`src/rtl/ring_qual_pkg.sv`:
```
package ring_qual_pkg;
  parameter int unsigned DEF_QUAL_LVL = 48;
  parameter int unsigned DEF_CNT_MAX  = 63;
  parameter int unsigned DEF_SYNC_N   = 2;

  typedef enum logic [1:0] {
    STEP_HOLD = 2'd0,
    STEP_UP   = 2'd1,
    STEP_DOWN = 2'd2
  } step_e;
endpackage

```
`src/rtl/ring_sync.sv`:
```
module ring_sync #(
  parameter int unsigned STAGES = 2
) (
  input  logic clk_i,
  input  logic rst_ni,
  input  logic d_i,
  output logic q_o
);
  logic [STAGES-1:0] sr_q;

  generate
    for (genvar i = 0; i < STAGES; i++) begin : g_stage
      always_ff @(posedge clk_i or negedge rst_ni) begin
        if (!rst_ni) sr_q[i] <= 1'b0;
        else if (i == 0) sr_q[i] <= d_i;
        else sr_q[i] <= sr_q[(i == 0) ? 0 : i-1];
      end
    end
  endgenerate

  assign q_o = sr_q[STAGES-1];
endmodule

```
`src/rtl/ring_integ.sv`:
```
module ring_integ
  import ring_qual_pkg::*;
#(
  parameter int unsigned CNT_MAX = DEF_CNT_MAX,
  localparam int unsigned CNT_W  = $clog2(CNT_MAX + 1)
) (
  input  logic             clk_i,
  input  logic             rst_ni,
  input  logic             en_i,
  input  logic             tick_i,
  input  logic             lvl_i,
  output logic [CNT_W-1:0] cnt_o
);
  localparam logic [CNT_W-1:0] TOP = CNT_W'(CNT_MAX);

  step_e            step;
  logic [CNT_W-1:0] cnt_q;

  always_comb begin
    if (!tick_i)    step = STEP_HOLD;
    else if (lvl_i) step = STEP_UP;
    else            step = STEP_DOWN;
  end

  always_ff @(posedge clk_i or negedge rst_ni) begin
    if (!rst_ni) begin
      cnt_q <= '0;
    end else if (!en_i) begin
      cnt_q <= '0;
    end else begin
      unique case (step)
        STEP_UP:   if (cnt_q != TOP) cnt_q <= cnt_q + 1'b1;
        STEP_DOWN: if (cnt_q != '0)  cnt_q <= cnt_q - 1'b1;
        default:   ;
      endcase
    end
  end

  assign cnt_o = cnt_q;
endmodule

```
`src/rtl/ring_qual.sv`:
```
module ring_qual
  import ring_qual_pkg::*;
#(
  parameter int unsigned QUAL_LVL = DEF_QUAL_LVL,
  parameter int unsigned CNT_MAX  = DEF_CNT_MAX,
  parameter int unsigned SYNC_N   = DEF_SYNC_N,
  localparam int unsigned CNT_W   = $clog2(CNT_MAX + 1)
) (
  input  logic clk_i,
  input  logic rst_ni,
  input  logic en_i,
  input  logic tick_i,
  input  logic cmp_i,
  output logic ring_det_no
);
  logic             cmp_s;
  logic [CNT_W-1:0] cnt_q;

  ring_sync #(.STAGES(SYNC_N)) u_sync (
    .clk_i (clk_i),
    .rst_ni(rst_ni),
    .d_i   (cmp_i),
    .q_o   (cmp_s)
  );

  ring_integ #(.CNT_MAX(CNT_MAX)) u_integ (
    .clk_i (clk_i),
    .rst_ni(rst_ni),
    .en_i  (en_i),
    .tick_i(tick_i),
    .lvl_i (cmp_s),
    .cnt_o (cnt_q)
  );

  // gated by enable so the output drops the same cycle power-up is withdrawn
  assign ring_det_no = !(en_i && (cnt_q >= CNT_W'(QUAL_LVL)));
endmodule

```
`config.mk`:
```
export PLATFORM = sky130hd
export DESIGN_NAME = ring_qual
export DESIGN_NICKNAME = d
export VERILOG_FILES = /design/src/rtl/ring_qual_pkg.sv /design/src/rtl/ring_sync.sv /design/src/rtl/ring_integ.sv /design/src/rtl/ring_qual.sv
export SDC_FILE = /design/constraint.sdc
export NUM_CORES = 1
export LEC_CHECK = 0
export BUFFER_PORTS_ARGS = -buffer_cell sky130_fd_sc_hd__buf_2
export CAP_MARGIN = 15
export CORE_AREA = 2 2 39 41
export DETAILED_ROUTE_END_ITERATION = 7
export DIE_AREA = 0 0 41 43
export PLACE_DENSITY_LB_ADDON = 0.1
export SYNTH_ARGS = -nofsm -noshare
export SYNTH_HDL_FRONTEND = slang
export SYNTH_SLANG_ARGS = --single-unit
```
`constraint.sdc`:
```
create_clock -name clk_i -period 5.4 [get_ports clk_i]
set_input_delay 0.27 -clock clk_i [delete_from_list [all_inputs] [get_ports clk_i]]
set_output_delay 0.27 -clock clk_i [all_outputs]
set_load 0.01 [all_outputs]
```
# Word-level counts from Yosys, hierarchy flattened
# Cells that the tools add are included.
# op_classes
add_sub_neg	2
n_eq_ne	6
muxes	6
reduce_logical	4
order_cmp	1
# op_table
cell	n
$mux 6	3
$pmux 6 s2	1
$add 6x1->6 const B	1
$ge 6x6->1 const B	1
$ne 3x2->1 const B	2
$ne 6x6->1 const B	1
$reduce_bool 6->1	1
$sub 6x1->6 const B	1
$mux 2	2
$ne 3x1->1 const B	1
$reduce_and 3->1	1
$eq 2x1->1 const B	1
$eq 2x2->1 const B	1
$logic_and 1x1->1	1
$logic_not 1->1	1
# word_totals
wordCells	22
regBits	8
in_bits	5
output_inout_bits	1

# Longest topological paths before layout
# Gate-level depths: netlist (run 1).
# logic_depth
depth_word	5
mapped_depth	9
depth_no_buf	8

# Modules after synthesis
# Synthesis (run 1) repeated with hierarchy kept, for this count alone.
# unflattened
hier_cells	56
hier_area_um2	539.3
# by_module_without_submodules
module	seq_area_each_um2	area_per_inst_um2	cells_per_inst	instances
ring_integ	150.1	484.2	53	1
ring_sync	50.0	50.0	2	1
ring_qual	0.0	5.0	1	1

# Worst setup path before layout (run 1)
# OpenSTA, ideal clock, no wires.
# synth_timing
path_type	reg2reg
from	register u_sync.sr_q[1], in the netlist u_sync.q_o
to	register u_integ.cnt_q[5], in the netlist u_integ.cnt_o[5]
setup_time_ps	126
stages_incl_launch_ff	8
slack_ps	3460
t_arrival_ps	1814
period_less_slack_ps	1940
t_required_ps	5274
path_buffers	1
path_cell_list	dfrtp_1 > nor2b_4 > buf_6 > ha_1 > nor3_1 > a311o_1 > mux2_4 > a221o_1
# synth_via
elab_chain_len	5
elab_cells_between_ends	10
cone_classes	5 x eq/ne; 4 x mux; 1 x reduce/logical
# synth_rtl
item	line	rtl
from (decl)	ring_sync.sv:9	logic [STAGES-1:0] sr_q;
from (signal, indexed assignment)	ring_sync.sv:15	else if (i == 0) sr_q[i] <= d_i;
from (signal, indexed assignment)	ring_sync.sv:16	else sr_q[i] <= sr_q[(i == 0) ? 0 : i-1];
$mux 2 *	ring_integ.sv:21	else if (lvl_i) step = STEP_UP;
$mux 2 *	ring_integ.sv:20	if (!tick_i) step = STEP_HOLD;
$eq 2x2->1 / $eq 2x1->1 (equally long branches)	ring_integ.sv:31	unique case (step)
$ne 3x2->1 (no line) (tied with other cells)	-	
$reduce_and 3->1 (no line) / $mux 6 (equally long branches)	-	
to (signal assigned)	ring_integ.sv:32	STEP_UP: if (cnt_q != TOP) cnt_q <= cnt_q + 1'b1;
to (signal assigned)	ring_integ.sv:33	STEP_DOWN: if (cnt_q != '0) cnt_q <= cnt_q - 1'b1;
to (decl)	ring_integ.sv:17	logic [CNT_W-1:0] cnt_q;
# Mark *: on every way between the ends. The rest lies on a longest branch, timed or not.
# A chain may end at the register's enable or synchronous reset.

# Worst setup path after layout (run 1)
# Same ends and word-level chain as after synthesis.

==> run summary, run 1 <==
Lkg Pwr: 0.279 nW
Drt drc: 0
Die width: 41 um
Worst Path Required: 5530 ps
Share of cells above drive strength 1: 0.206
Clock tree buffer depth: 2
Fmax: 481 MHz
PortBufs: 5
CTS Buf Count: 3
Detailed Place HPWL: 861 um
Max FO, Critical Path: 11
Worst Skew: 2.47 ps
Kind of critical path: reg -> reg
Largest net degree at the start of global routing: 12
GP Congestion: 0.788
Final instance area: 609 um2
Final Setup Violations: 0
Power density over the cells: 331 nW/um2
Setup WS pre-CTS: 3330 ps
Syn Std Cell Area: 548 um2
Reg clk slew, reported paths: 50 ps
VDD IR-drop max: 158 uV
Detail Route Antenna Nets: 0
Final worst slack: 3320 ps
Core area: 1380 um2
Nets@finish: 78
Syn Area/Cell: 8.98 um2
Vias per cell: 5.33
First-pass GRT wire length: 1910 um
CP endpoint kind: flop
Routed len/inst: 12.9 um
Outcome: completed
P&R area growth vs syn: 11.2%
Top FF cell, synth: dfrtp_1
Power Total: 0.000202 W
Number of synthesized flops with an enable pin: 0
Worst rel slew slack: 0.818
Setup TNS Final: 0 ps
Data arrival, critical path: 2210 ps
Drt initial violations: 6
Syn. warnings: 0
CTS tree: yes
Tcrit/Tclk final: 0.385
Cells after synthesis: 61
GRT Util Overall: 0.169
Final wirelength: 1080 um
Core Rows: 14
Tightest Pin Transition: 273 ps
Post-synth ARST share: 1.00
Ant diodes: 0
Chip Height: 43 um
Vias in the first global route: 469
CTS root buffer: clkbuf_4
Total grt overflow: 0
Post-synthesis sequential area ratio: 0.365
Max-Cap Viols: 0
Final hold vios: 0
Initial DRT Pass Iterations: 4
Slew Viols, Final: 0
Yosys cell types: 30
Worst hold slack: 127 ps
RSZ-0062 raised after global routing: false
DR vias: 448
Clock Latency Late Sink: 250 ps
Area of the die: 1760 um2
H-tree levels: 1
Seq cells post-synth: 8
Clock sinks: 8
Fin crit period: 2080 ps
Initial core utilization: 0.396
Worst min path class: in -> reg
Placed Area: 577 um2
Initial antenna violation count: 0
I/O Pins: 6
Mapped Nets: 69
Type of origin of the critical path: flop
==> logic make-up (layout without fill, tap and decap cells) <==
family | after synthesis | in the layout | share of synthesized area
AOI/OAI and AO/OA | 15 | 15 | 0.185
DFF | 8 | 8 | 0.365
buffers and inverters | 5 | 12 | 0.0502
xor gates and xnor gates | 4 | 4 | 0.0639
muxes | 1 | 1 | 0.0274
and+or+nand+nor | 25 | 25 | 0.240
adders and majority gates | 3 | 3 | 0.0685
==> flip-flops by register name, summed over array words and instances (netlist names) <==
| register | cells |
|---|---|
| u_sync.sr_q | 1 |
| u_integ.cnt_o | 6 |
| u_sync.q_o | 1 |
==> metal layers <==
metal	vias to the layer above	GRT usage	wire [um]
met5	-	0	0
met4	0	0.120	15
met3	2	0.0471	25
met2	4	0.228	479
met1	204	0.220	563
li1	238	-	-
==> area by class of cell <==
class                      instances  area (um2)
fill                             133         774
multi-input combinational         48         320
sequential                         8         200
timing repair buffer               6        35.0
clock buffer                       3        22.5
tap                               16        20.0
inverter                           3        11.3
==> placed cells by master, fill, tap and decap left out, types with 2 or more instances in the layout <==
| master | netlist | routed |
|---|---|---|
| xnor2_1 | 3 | 3 |
| nand3_1 | 2 | 2 |
| dfrtp_1 | 8 | 8 |
| nor3_1 | 2 | 2 |
| nand4_1 | 2 | 2 |
| buf_2 | 0 | 5 |
| nor2_1 | 3 | 3 |
| clkbuf_4 | 0 | 3 |
| inv_1 | 3 | 3 |
| nand2_1 | 9 | 9 |
| ha_1 | 3 | 3 |
| o21ai_0 | 6 | 6 |
==> report_power, final <==
group | switching (W) | internal (W)
registers | 0.0000182 | 0.0000723
clock network | 0.0000187 | 0.0000253
logic | 0.0000344 | 0.0000326
==> metrics by stage <==
step / util / std cells
after floorplan: - / 61
after global placement: 0.417 / 80
after detailed placement: 0.417 / 80
after global routing: 0.440 / 84
after CTS: 0.440 / 84
final: 0.440 / 84
==> worst paths after layout <==
path | start | end | depth (start not counted) | slack (ps)
max | u_sync.q_o | u_integ.cnt_o[5] | 6 | 3320
min | cmp_i | u_sync.sr_q[0] | 1 | 130
max reg2reg | u_sync.q_o | u_integ.cnt_o[5] | 6 | 3320
min reg2reg | u_sync.sr_q[0] | u_sync.q_o | 0 | 350
max in group asynchronous | rst_ni | u_integ.cnt_o[2] | 2 | 4850
min in group asynchronous | rst_ni | u_integ.cnt_o[1] | 2 | 390
==> worst max-delay path, stage by stage, from the launching register on <==
cell and delay (ps):
dfrtp_1 410, nor2b_4 270, ha_1 320, nor3_1 190, a311o_1 200, mux2_4 310
a221o_1 260
==> Yosys cell counts (2+ instances only) <==
library cell / number / area share
o21ai_0: 6 / 0.055
ha_1: 3 / 0.069
nand4_1: 2 / 0.023
xnor2_1: 3 / 0.048
inv_1: 3 / 0.021
nor3_1: 2 / 0.018
nand2_1: 9 / 0.062
nand3_1: 2 / 0.018
dfrtp_1: 8 / 0.37
nor2_1: 3 / 0.021
==> repair_timing <==
action	in CTS	in global routing
hold endpoints to repair	8	0
gates resized for setup	0	0
setup buffers	0	0
hold buffers	1	0
Power figures use the tool's default switching activity.
==> run 2: changes to the inputs <==
ABC_AREA = 1   (was not set)
clock period = 2.1 ns   (was 5.4 ns; I/O delays follow)
==> run 2 against run 1 <==
  * Hold slack gained 36 ps
  * Design area grew 13%
  * Die area is the same
  * Flip-flop and latch count is the same
  * Total power grew to 2.6 times the previous value
  * Critical endpoint unchanged
==> run summary, run 2 <==
Number of synthesized flops with an enable pin: 0 (unchanged)
Reg2Reg Depth: 7 (+1)
CP cell instances: nor2_4 -> ha_1 -> a21o_1 -> nor2_1 -> nand3_1 -> nand3_1 -> nand2_1
First-pass GRT wire length: 2100 um (+10%)
Post-synthesis simple-gate area fraction: 0.435 (+0.195)
CTS tree: yes
Most instantiated library cell after synthesis: nand2_1
P&R area growth vs syn: 14.6%
Worst Skew: 0.626 ps (-1.84 ps)
Clock sinks: 8 (unchanged)
R2r startpoint: u_sync.q_o
Tightest Pin Transition: 315 ps (+42.4 ps)
Reg clk slew, reported paths: 50 ps (about the same)
Fin crit period: 1550 ps (-525 ps)
Sw frac: 0.377 (+0.0236)
Final hold vios: 0 (unchanged)
Detail Route Antenna Nets: 0 (unchanged)
Max FFs per register: 6 (unchanged)
Fillers: 155 (+17%)
CTS root buffer: clkbuf_4
Top cells by area, synth: dfrtp_1, nand2_1, nand3_1, ha_1, inv_1
Worst path bufs/invs: 0 (unchanged)
Outcome: completed
GP Congestion: 0.828 (+5.1%)
Clock Latency Late Sink: 250 ps (about the same)
Post-synthesis adder-cell area fraction: 0.0624 (-0.00612)
Syn Std Cell Area: 602 um2 (+9.8%)
Kind of critical path: reg -> reg
Worst flop-to-flop path endpoint: u_integ.cnt_o[5]
Chip Height: 43 um (unchanged)
Nets@finish: 107 (+37%)
Yosys top cell area share: 0.333 (-0.0327)
Share of cells above drive strength 1: 0.196 (-0.0100)
Area of the die: 1760 um2 (unchanged)
R2R setup slack: 550 ps (-2770 ps)
Initial core utilization: 0.435 (+0.0389)
Max-Cap Viols: 0 (unchanged)
Routed len/inst: 10.3 um (-20%)
CP dominant cell by count: nand3_1
Worst Path Required: 2230 ps (-3300 ps)
Post-synth top area cell: dfrtp_1
CTS Buf Count: 3 (unchanged)
Placed Area: 647 um2 (+12%)
Max FO, Critical Path: 5 (-6)
Crit-path max cell delay: 420 ps (about the same)
Resized cells post-CTS: 0 (unchanged)
Yosys cell types: 20 (-33%)
I/O Pins: 6 (unchanged)
Lkg Pwr: 0.379 nW (+36%)
Seq cells post-synth: 8 (unchanged)
Mux contribution to synthesized area: 0 (-0.0274)
Data arrival, critical path: 1690 ps (-520 ps)
Setup TNS Final: 0 ps (unchanged)
Critical Path Slowest Stage Cell: dfrtp_1
DR vias: 532 (+19%)
Top FF cell, synth: dfrtp_1
Ant diodes: 0 (unchanged)
Final wirelength: 1160 um (+7.3%)
Total grt overflow: 0 (unchanged)
Setup bufs post-CTS: 0 (unchanged)
H-tree levels: 1 (unchanged)
Post-synth ARST share: 1.00 (unchanged)
Most common cell after layout, fill and taps aside: nand2_1
Final Setup Violations: 0 (unchanged)
Syn. warnings: 0 (unchanged)
XOR/XNOR Fraction of Synth Area: 0.0291 (-0.0348)
Worst min path class: in -> reg
Type of origin of the critical path: flop
Clock tree buffer depth: 2 (unchanged)
Most frequent cells in the layout: nand2_1, inv_1, nand3_1
Power density over the cells: 768 nW/um2 (+130%)
CP endpoint kind: flop
WP depth: 7 (+1)
Post-synthesis sequential area ratio: 0.333 (-0.0327)
Top cells by count, synth: nand2_1, inv_1, nand3_1, dfrtp_1, nor2_1
Internal power: 0.000330 W (+150%)
Die width: 41 um (unchanged)
Largest net degree at the start of global routing: 9 (-3)
GRT Util Overall: 0.182 (+0.0138)
Combinational fraction of design power: 0.371 (+0.038)
Worst rel slew slack: 0.789 (-0.0290)
Reg power frac: 0.422 (-0.027)
Cell family with most CP delay: simple AND/OR/NAND/NOR gates
Clock share of power: 0.206 (-0.013)
RSZ-0062 raised after global routing: false
Mapped Nets: 95 (+38%)
VDD IR-drop max: 404 uV (+160%)
Vias per cell: 4.71 (-12%)
Synth Area in Compound Gates: 0.0603 (-0.125)
Drt drc: 0 (unchanged)
Start point of the worst hold path: en_i
PortBufs: 5 (unchanged)
Cells after synthesis: 87 (+43%)
Detailed Place HPWL: 954 um (+11%)
Hold Path Sink: u_integ.cnt_o[2]
Core area: 1380 um2 (unchanged)
Main combinational cell family by area after synthesis: simple AND/OR/NAND/NOR gates
Vias in the first global route: 508 (+8.3%)
Initial antenna violation count: 0 (unchanged)
Drt initial violations: 5 (-1)
Slew Viols, Final: 0 (unchanged)
CTS Hold Bufs: 2 (+1)
Final instance area: 689 um2 (+13%)
Syn Area/Cell: 6.92 um2 (-23%)
Tcrit/Tclk final: 0.739 (+0.354)
Core Rows: 14 (unchanged)
Fmax: 644 MHz (+34%)
Switching pwr: 0.000200 W (+180%)
Initial DRT Pass Iterations: 3 (-1)
Worst hold stages: 3 (+2)
[run 2: changes by cell type in the layout (fill, tap and decap cells not counted), moves of 3 or more]
cell	change
nand2_1	+19
inv_1	+7
nand3_1	+7
o21ai_0	-6
nor2_1	+4
inv_2	+3
nand2_2	+3
[run 2: metrics by stage]
stage	setup WS (ps)	hold WS, ps	total power [W]	std cells	util
after floorplan	684	-191	0.000371	87	-
after global placement	556	-49.8	0.000420	108	0.467
after detailed placement	561	-51.3	0.000420	108	0.467
after CTS	548	151	0.000540	113	0.498
after global routing	376	175	0.000590	113	0.498
final	547	163	0.000530	113	0.498
[run 2: routing by layer]
layer,vias up,track usage,part of all wire
li1,294,-,-
met1,229,0.239,0.51
met2,6,0.253,0.46
met3,3,0.0314,0.0052
met4,0,0.140,0.024
met5,-,0,0
[run 2: worst max path at each step]
stage | startpoint | to | slack, ps
2_1_floorplan | u_sync.q_o | u_integ.cnt_o[5] | 680
3_3_place_gp | u_sync.q_o | u_integ.cnt_o[4] | 560
3_5_place_dp | u_sync.q_o | u_integ.cnt_o[4] | 560
4_1_cts | u_sync.q_o | u_integ.cnt_o[4] | 550
5_1_grt | u_sync.q_o | u_integ.cnt_o[5] | 380
6_report | u_sync.q_o | u_integ.cnt_o[5] | 550
[run 2: cell families after synthesis]
kind of cell | Yosys count
and+or+nand+nor | 55
buffers and inverters | 13
DFF | 8
AOI/OAI and AO/OA | 6
adders and majority gates | 3
xor gates and xnor gates | 2
[run 2: worst register-to-register path: cells and delay by family (launching register included)]
family / cells / cell delay, ps
AOI/OAI and AO/OA: 1 / 170
adders and majority gates: 1 / 290
DFF: 1 / 420
and+or+nand+nor: 5 / 560
[run 2: power groups by stage]
| stage | registers [W] | logic (W) | clock network, W |
|---|---|---|---|
| after floorplan | 0.000214 | 0.000157 | 0 |
| after global placement | 0.000227 | 0.000193 | 0 |
| after detailed placement | 0.000226 | 0.000194 | 0 |
| after CTS | 0.000224 | 0.000198 | 0.000118 |
| after global routing | 0.000231 | 0.000234 | 0.000124 |
| final | 0.000224 | 0.000197 | 0.000109 |
[run 2: layout make-up]
cell class,instances,area (um2),area share
Tap cell,16,20.0,0.0290
Timing Repair Buffer,7,45.0,0.0653
Inverter,13,48.8,0.0708
Multi-Input combinational cell,66,353,0.512
Clock buffer,3,22.5,0.0327
Sequential cell,8,200,0.290
